<file path="src/rtl/gpio_irq_pkg.sv">
package gpio_irq_pkg;
  localparam int NPORT = 3;
  localparam int AW    = 8;

  // port order: A, B, F
  localparam logic [AW-1:0] ADDR_MODE [NPORT] = '{8'h90, 8'hAC, 8'h4C};
  localparam logic [AW-1:0] ADDR_SENSE[NPORT] = '{8'h94, 8'hB0, 8'h50};
  localparam logic [AW-1:0] ADDR_EOI  [NPORT] = '{8'h98, 8'hB4, 8'h54};
  localparam logic [AW-1:0] ADDR_EN   [NPORT] = '{8'h9C, 8'hB8, 8'h58};
  localparam logic [AW-1:0] ADDR_STAT [NPORT] = '{8'hA0, 8'hBC, 8'h5C};
  localparam logic [AW-1:0] ADDR_DB   [NPORT] = '{8'hA8, 8'hC4, 8'h64};
endpackage

</file>
<file path="src/rtl/gpio_irq_sync.sv">
module gpio_irq_sync #(
  parameter int W = 8
) (
  input  logic         clk,
  input  logic         rst,
  input  logic [W-1:0] din,
  output logic [W-1:0] dout
);
  logic [W-1:0] meta;

  always_ff @(posedge clk) begin
    if (rst) begin
      meta <= '0;
      dout <= '0;
    end else begin
      meta <= din;
      dout <= meta;
    end
  end
endmodule

</file>
<file path="src/rtl/gpio_irq_debounce.sv">
module gpio_irq_debounce #(
  parameter int W        = 8,
  parameter int DB_COUNT = 4
) (
  input  logic         clk,
  input  logic         rst,
  input  logic         tick,
  input  logic [W-1:0] din,
  output logic [W-1:0] filt
);
  localparam int CW = (DB_COUNT > 2) ? $clog2(DB_COUNT) : 1;
  localparam logic [CW-1:0] LAST = CW'(DB_COUNT - 1);

  for (genvar i = 0; i < W; i++) begin : g_bit
    logic [CW-1:0] cnt;
    always_ff @(posedge clk) begin
      if (rst) begin
        cnt     <= '0;
        filt[i] <= 1'b0;
      end else if (din[i] == filt[i]) begin
        cnt <= '0;
      end else if (tick) begin
        if (cnt == LAST) begin
          filt[i] <= din[i];
          cnt     <= '0;
        end else begin
          cnt <= cnt + 1'b1;
        end
      end
    end
  end


  filt_on_tick_chk: assert property (@(posedge clk) disable iff (rst)
    !tick |=> $stable(filt));


  filt_follows_input_chk: assert property (@(posedge clk) disable iff (rst)
    ((filt ^ $past(filt)) & (filt ^ $past(din))) == '0);
endmodule

</file>
<file path="src/rtl/gpio_irq_port.sv">
module gpio_irq_port #(
  parameter int LINES    = 8,
  parameter int DB_COUNT = 4
) (
  input  logic             clk,
  input  logic             rst,
  input  logic             tick,
  input  logic [LINES-1:0] pin_in,
  input  logic             wr_mode,
  input  logic             wr_sense,
  input  logic             wr_en,
  input  logic             wr_db,
  input  logic             wr_eoi,
  input  logic [LINES-1:0] wdata,
  output logic [LINES-1:0] mode_q,
  output logic [LINES-1:0] sense_q,
  output logic [LINES-1:0] en_q,
  output logic [LINES-1:0] db_q,
  output logic [LINES-1:0] status
);
  logic [LINES-1:0] synced, filtered, qual, prev, rise, fall;
  logic [LINES-1:0] hit_edge, set_pend, edge_pend, lvl_hit, pending, eoi_mask;

  gpio_irq_sync #(.W(LINES)) u_sync (
    .clk(clk), .rst(rst), .din(pin_in), .dout(synced));

  gpio_irq_debounce #(.W(LINES), .DB_COUNT(DB_COUNT)) u_db (
    .clk(clk), .rst(rst), .tick(tick), .din(synced), .filt(filtered));

  always_ff @(posedge clk) begin
    if (rst) begin
      mode_q  <= '0;
      sense_q <= '0;
      en_q    <= '0;
      db_q    <= '0;
    end else begin
      if (wr_mode)  mode_q  <= wdata;
      if (wr_sense) sense_q <= wdata;
      if (wr_en)    en_q    <= wdata;
      if (wr_db)    db_q    <= wdata;
    end
  end

  always_comb begin
    qual     = (db_q & filtered) | (~db_q & synced);
    rise     = qual & ~prev;
    fall     = ~qual & prev;
    hit_edge = (sense_q & rise) | (~sense_q & fall);
    set_pend = hit_edge & mode_q & en_q;
    lvl_hit  = ~(qual ^ sense_q);
    eoi_mask = wr_eoi ? wdata : '0;
    pending  = (mode_q & edge_pend) | (~mode_q & lvl_hit);
    status   = pending & en_q;
  end

  always_ff @(posedge clk) begin
    if (rst) begin
      prev      <= '0;
      edge_pend <= '0;
    end else begin
      prev      <= qual;
      edge_pend <= (edge_pend & ~eoi_mask) | set_pend;
    end
  end


  eoi_clear_chk: assert property (@(posedge clk) disable iff (rst)
    wr_eoi |=> ((edge_pend & $past(wdata) & ~$past(set_pend)) == '0));


  no_latch_disabled_chk: assert property (@(posedge clk) disable iff (rst)
    1'b1 |=> ((edge_pend & ~$past(edge_pend) & ~$past(en_q)) == '0));
endmodule

</file>
<file path="src/rtl/gpio_irq_ctrl.sv">
module gpio_irq_ctrl
  import gpio_irq_pkg::*;
#(
  parameter int LINES    = 8,
  parameter int DB_DIV   = 2,
  parameter int DB_COUNT = 4
) (
  input  logic             clk,
  input  logic             rst,
  input  logic [7:0]       bus_addr,
  input  logic             bus_wr,
  input  logic [LINES-1:0] bus_wdata,
  output logic [LINES-1:0] rd_data,
  input  logic [LINES-1:0] pin_a,
  input  logic [LINES-1:0] pin_b,
  input  logic [LINES-1:0] pin_f,
  output logic             irq_ab,
  output logic [LINES-1:0] irq_f
);
  localparam int TW = (DB_DIV > 2) ? $clog2(DB_DIV) : 1;
  localparam logic [TW-1:0] TICK_LAST = TW'(DB_DIV - 1);

  logic [LINES-1:0] pins    [NPORT];
  logic [LINES-1:0] mode_r  [NPORT];
  logic [LINES-1:0] sense_r [NPORT];
  logic [LINES-1:0] en_r    [NPORT];
  logic [LINES-1:0] db_r    [NPORT];
  logic [LINES-1:0] stat_r  [NPORT];
  logic [LINES-1:0] rd_next;
  logic [TW-1:0]    tick_cnt;
  logic             tick;

  assign pins[0] = pin_a;
  assign pins[1] = pin_b;
  assign pins[2] = pin_f;

  always_ff @(posedge clk) begin
    if (rst) tick_cnt <= '0;
    else if (tick) tick_cnt <= '0;
    else tick_cnt <= tick_cnt + 1'b1;
  end
  assign tick = (tick_cnt == TICK_LAST);

  for (genvar p = 0; p < NPORT; p++) begin : g_port
    gpio_irq_port #(.LINES(LINES), .DB_COUNT(DB_COUNT)) u_port (
      .clk     (clk),
      .rst     (rst),
      .tick    (tick),
      .pin_in  (pins[p]),
      .wr_mode (bus_wr && bus_addr == ADDR_MODE[p]),
      .wr_sense(bus_wr && bus_addr == ADDR_SENSE[p]),
      .wr_en   (bus_wr && bus_addr == ADDR_EN[p]),
      .wr_db   (bus_wr && bus_addr == ADDR_DB[p]),
      .wr_eoi  (bus_wr && bus_addr == ADDR_EOI[p]),
      .wdata   (bus_wdata),
      .mode_q  (mode_r[p]),
      .sense_q (sense_r[p]),
      .en_q    (en_r[p]),
      .db_q    (db_r[p]),
      .status  (stat_r[p])
    );
  end

  always_comb begin
    rd_next = '0;
    for (int p = 0; p < NPORT; p++) begin
      if (bus_addr == ADDR_MODE[p])  rd_next = mode_r[p];
      if (bus_addr == ADDR_SENSE[p]) rd_next = sense_r[p];
      if (bus_addr == ADDR_EN[p])    rd_next = en_r[p];
      if (bus_addr == ADDR_DB[p])    rd_next = db_r[p];
      if (bus_addr == ADDR_STAT[p])  rd_next = stat_r[p];
    end
  end

  always_ff @(posedge clk) begin
    if (rst) begin
      rd_data <= '0;
      irq_ab  <= 1'b0;
      irq_f   <= '0;
    end else begin
      rd_data <= rd_next;
      irq_ab  <= (|stat_r[0]) | (|stat_r[1]);
      irq_f   <= stat_r[2];
    end
  end


  irq_ab_quiet_chk: assert property (@(posedge clk) disable iff (rst)
    (en_r[0] == '0 && en_r[1] == '0) |=> !irq_ab);


  irq_f_enabled_chk: assert property (@(posedge clk) disable iff (rst)
    1'b1 |=> ((irq_f & ~$past(en_r[2])) == '0));
endmodule

</file>
<file path="config.mk">
export PLATFORM = sky130hd
export DESIGN_NAME = gpio_irq_ctrl
export DESIGN_NICKNAME = d
export VERILOG_FILES = /design/src/rtl/gpio_irq_pkg.sv /design/src/rtl/gpio_irq_sync.sv /design/src/rtl/gpio_irq_debounce.sv /design/src/rtl/gpio_irq_port.sv /design/src/rtl/gpio_irq_ctrl.sv
export SDC_FILE = /design/constraint.sdc
export NUM_CORES = 1
export LEC_CHECK = 0
export ABC_CLOCK_PERIOD_IN_PS = 2440
export BUFFER_PORTS_ARGS = -buffer_cell sky130_fd_sc_hd__clkbuf_2
export CORE_ASPECT_RATIO = 0.9
export CORE_MARGIN = 8
export CORE_UTILIZATION = 45
export DETAILED_ROUTE_END_ITERATION = 7
export GPL_TIMING_DRIVEN = 0
export PLACE_DENSITY = 0.61
export SYNTH_ARGS = -nofsm -noshare
export SYNTH_HDL_FRONTEND = slang
export SYNTH_SLANG_ARGS = --single-unit
</file>
<file path="constraint.sdc">
create_clock -name clk -period 2.44 [get_ports clk]
set_clock_uncertainty 0.1 [all_clocks]
set_input_delay 0.488 -clock clk [delete_from_list [all_inputs] [get_ports clk]]
set_output_delay 0.488 -clock clk [all_outputs]
set_load 0.01 [all_outputs]
</file>
==> impl_metrics.prom <==
# TYPE chip_impl_metric gauge
chip_impl_metric{name="number_of_antenna_violations_at_the_first_check_in_global_routing",unit=""} 0
chip_impl_metric{name="drt-wirelength-per-cell",unit="um"} 21.87
chip_impl_metric{name="globalplace.congestion",unit=""} 0.9587
chip_impl_metric{name="netlist_area",unit="sq um"} 12680
chip_impl_metric{name="htree_levels",unit=""} 1
chip_impl_metric{name="timing.critical_path.required",unit="ns"} 2.84
chip_impl_info{name="timing.setup.critical_path_class",value="primary input to register"} 1
chip_impl_info{name="layout.cells.most_common_list",value="sky130_fd_sc_hd__dfxtp_1 (282), sky130_fd_sc_hd__nand2_1 (202), sky130_fd_sc_hd__nor2_1 (178)"} 1
chip_impl_metric{name="static-leakage-power",unit="uW"} 0.005470
chip_impl_metric{name="r2r_cells",unit=""} 6
chip_impl_info{name="synth-main-ff-cell",value="sky130_fd_sc_hd__dfxtp_1"} 1
chip_impl_metric{name="syn-mean-instance-area",unit="sq um"} 8.537
chip_impl_metric{name="worstHoldPathCells",unit=""} 2
chip_impl_metric{name="final_layout_size_suffix_gt1_share",unit="%"} 9.625
chip_impl_metric{name="largest_net_degree_at_the_start_of_global_routing",unit=""} 17
chip_impl_metric{name="clock_period_minus_worst_slack",unit="ns"} 2.383
chip_impl_metric{name="fp.dieArea",unit="sq um"} 33810
chip_impl_metric{name="synthesis.instances",unit=""} 1485
chip_impl_metric{name="ys_types",unit=""} 67
chip_impl_metric{name="post-dp-hpwl",unit="mm"} 31.72
chip_impl_metric{name="final.setup.worst_slack",unit="ns"} 0.05664
chip_impl_metric{name="report.final.hold_viol_count",unit=""} 0
chip_impl_info{name="yosys.area.top_type",value="sky130_fd_sc_hd__dfxtp_1"} 1
chip_impl_metric{name="postSynth.asyncResetShare",unit="%"} 0
chip_impl_metric{name="route.detailed.drc",unit=""} 0
chip_impl_metric{name="fp.dieH",unit="um"} 175.2
chip_impl_metric{name="initial_core_util",unit="%"} 45.49
chip_impl_metric{name="synth.ff_latch_count",unit=""} 282
chip_impl_metric{name="track_usage",unit="%"} 25.16
chip_impl_info{name="critical_path.startpoint_type",value="primary input"} 1
chip_impl_metric{name="cts_inserted_buffers",unit=""} 30
chip_impl_metric{name="syn-num-nets",unit=""} 1552
chip_impl_info{name="outcome",value="finished clean"} 1
chip_impl_metric{name="vias_per_cell",unit=""} 5.755
chip_impl_metric{name="drtPass1Iterations",unit=""} 8
chip_impl_metric{name="power_per_cell_area",unit="nW/um^2"} 674.3
chip_impl_metric{name="cp_data_arrival_time",unit="ns"} 2.78
chip_impl_metric{name="via_count_of_the_first_global_routing_pass",unit=""} 10513
chip_impl_metric{name="max_clock_freq",unit="MHz"} 419.6
chip_impl_metric{name="clk_path_buf_depth",unit=""} 3
chip_impl_metric{name="detail-route-antenna-nets",unit=""} 0
chip_impl_metric{name="crit_fanout",unit=""} 10
chip_impl_metric{name="globalRoute.totalOverflow",unit=""} 0
chip_impl_metric{name="setup_viol_count_final",unit=""} 0
chip_impl_info{name="worst_hold_path_type",value="primary input to register"} 1
chip_impl_metric{name="grt_first_pass_wirelength",unit="mm"} 65.08
chip_impl_metric{name="post-place-ws",unit="ns"} -0.6432
chip_impl_metric{name="final.hold.worst_slack",unit="ns"} 0.01422
chip_impl_info{name="clock_tree_from_tritoncts",value="built"} 1
chip_impl_metric{name="die_x",unit="um"} 192.9
chip_impl_metric{name="worst_reg2reg_setup_slack",unit="ns"} 0.06
chip_impl_metric{name="ir_drop",unit="uV"} 603.3
chip_impl_metric{name="synth.yosys.seq_area_share",unit="%"} 44.53
chip_impl_metric{name="synth_enable_flop_cells",unit=""} 0
chip_impl_metric{name="clock_insertion_delay_worst_skew",unit="ns"} 0.58
chip_impl_metric{name="final-max-slew-violation-count",unit=""} 0
chip_impl_info{name="layout_commonest_cell",value="sky130_fd_sc_hd__dfxtp_1"} 1
chip_impl_metric{name="yosysTopAreaCellShare",unit="%"} 44.53
chip_impl_info{name="grt_setup_unrepaired",value="no"} 1
chip_impl_metric{name="port_buffers",unit=""} 55
chip_impl_metric{name="drv.max_cap_violation_count",unit=""} 0
chip_impl_metric{name="ios",unit=""} 60
chip_impl_metric{name="finalCritPeriodShare",unit="%"} 97.68
chip_impl_metric{name="routed_wirelength",unit="mm"} 42.88
chip_impl_metric{name="layout.nets",unit=""} 1646
chip_impl_info{name="netlist_top_cells_area",value="sky130_fd_sc_hd__dfxtp_1 (45%), sky130_fd_sc_hd__mux2i_1 (8.7%), sky130_fd_sc_hd__nand2_1 (6.0%)"} 1
chip_impl_metric{name="dr.first_iter.drc_count",unit=""} 1012
chip_impl_metric{name="worst_pin_slew",unit="ns"} 0.9467
chip_impl_metric{name="timing.slew.headroom",unit="%"} 36.88
chip_impl_info{name="root_buffer",value="sky130_fd_sc_hd__clkbuf_16"} 1
chip_impl_info{name="worst_setup_ep_type",value="register"} 1
chip_impl_metric{name="cts_clk_pin_slew_worst_paths",unit="ns"} 0.06
chip_impl_metric{name="placementRows",unit=""} 58
chip_impl_metric{name="placeableCoreArea",unit="sq um"} 27870
chip_impl_metric{name="clock_sink_count",unit=""} 282
chip_impl_metric{name="synth_warnings",unit=""} 0
chip_impl_metric{name="syn_to_final_growth",unit="%"} 14.52
chip_impl_metric{name="overall_via_count_from_detail_route",unit=""} 11285
==> registers in the layout, indices dropped and copies added (netlist names) <==
register                      cells
g_port.u_port.u_db.g_bit.cnt     48
g_port.u_port.db_q               24
g_port.u_port.edge_pend          24
g_port.u_port.en_q               24
g_port.u_port.mode_q             24
g_port.u_port.prev               24
g_port.u_port.sense_q            24
g_port.u_port.u_db.filt          24
g_port.u_port.u_sync.dout        24
g_port.u_port.u_sync.meta        24
irq_f                             8
rd_data                           8
irq_ab                            1
tick                              1
==> area by class of cell <==
type                            instances  area, sq um
Fill cell                            2671        13350
Multi-Input combinational cell       1100         6698
Sequential cell                       282         5645
Clock buffer                           46        900.9
Tap cell                              360        450.4
Buffer                                 88        357.8
Timing Repair Buffer                   63        345.3
Clock inverter                          7        65.06
Inverter                               14        52.55
Antenna cell                            1        2.502
==> critical path, cell delays in order <==
cell                       delay [ns]
sky130_fd_sc_hd__clkbuf_2        0.14
sky130_fd_sc_hd__buf_2           0.23
sky130_fd_sc_hd__nor3_1          0.61
sky130_fd_sc_hd__a22oi_1         0.18
sky130_fd_sc_hd__o22ai_1         0.24
sky130_fd_sc_hd__a211oi_1        0.12
sky130_fd_sc_hd__or4_1           0.59
sky130_fd_sc_hd__a21oi_1         0.18
==> per-stage QoR <==
| step | total power, uW | util (%) | std cells | TNS, ns | cell area [sq um] |
|---|---|---|---|---|---|
| finish | 9789 | 52.10 | 1961 | 0 | 14520 |
| floorplan | 5144 | - | 1485 | 0 | 12680 |
| global placement | 5403 | 48.10 | 1900 | -42.04 | 13400 |
| detailed placement | 5407 | 48.10 | 1900 | -42.64 | 13400 |
| global route | 10100 | 52.09 | 1960 | 0 | 14520 |
| CTS | 9840 | 51.81 | 1956 | 0 | 14440 |
==> metal layers <==
layer | track usage (%) | part of all wire [%]
met1 | 36.09 | 46
met2 | 37.21 | 42
met3 | 4.105 | 8.7
met4 | 9.385 | 3.8
met5 | 0 | 0
==> cells by family after synthesis <==
| logic type | synth area share [%] |
|---|---|
| muxes | 9.307 |
| and+or+nand+nor | 24.59 |
| xor gates and xnor gates | 2.487 |
| DFF | 44.53 |
| buffers and inverters | 3.267 |
| adders and majority gates | 2.369 |
| AOI/OAI and AO/OA | 13.45 |
==> synthesized netlist by cell type (all sizes together) (4+ instances only) <==
cell type and number:
a211oi 8, a21oi 107, a221oi 4, a22oi 9
a31oi 12, a32oi 26, and3 11, buf 28
clkbuf 61, dfxtp 282, ha 24, inv 14
mux2 7, mux2i 110, nand2 202, nand2b 44
nand3 97, nand3b 21, nor2 182, nor2b 54
nor3 10, nor4 5, o211ai 14, o21ai 52
o22ai 6, xnor2 7, xor2 29
==> final timing paths <==
kind                                              startpoint                                          to
setup reg to reg       g_port[0].u_port.db_q[4]$_SDFFE_PP0P_                       rd_data[4]$_SDFF_PP0_
hold reg to reg   g_port[1].u_port.u_sync.meta[7]$_SDFF_PP0_  g_port[1].u_port.u_sync.dout[7]$_SDFF_PP0_
hold / removal                                      pin_f[0]  g_port[2].u_port.u_sync.meta[0]$_SDFF_PP0_
setup / recovery                                 bus_addr[3]                       rd_data[4]$_SDFF_PP0_
==> power breakdown <==
part / internal, uW / switching (uW)
clock: 2530 / 1930
sequential: 4660 / 35.1
combinational: 190 / 438
total: 7390 / 2400
==> repair_timing <==
| item | in CTS | in global routing |
|---|---|---|
| hold buffers | 3 | 1 |
| gates resized for setup | 10 | 7 |
| endpoints found under the setup margin | 14 | 23 |
| endpoints found under the hold margin | 3 | 1 |
| buffers inserted | 0 | 4 |
| pin swaps | 0 | 1 |
(Power assumes the default switching activity.)
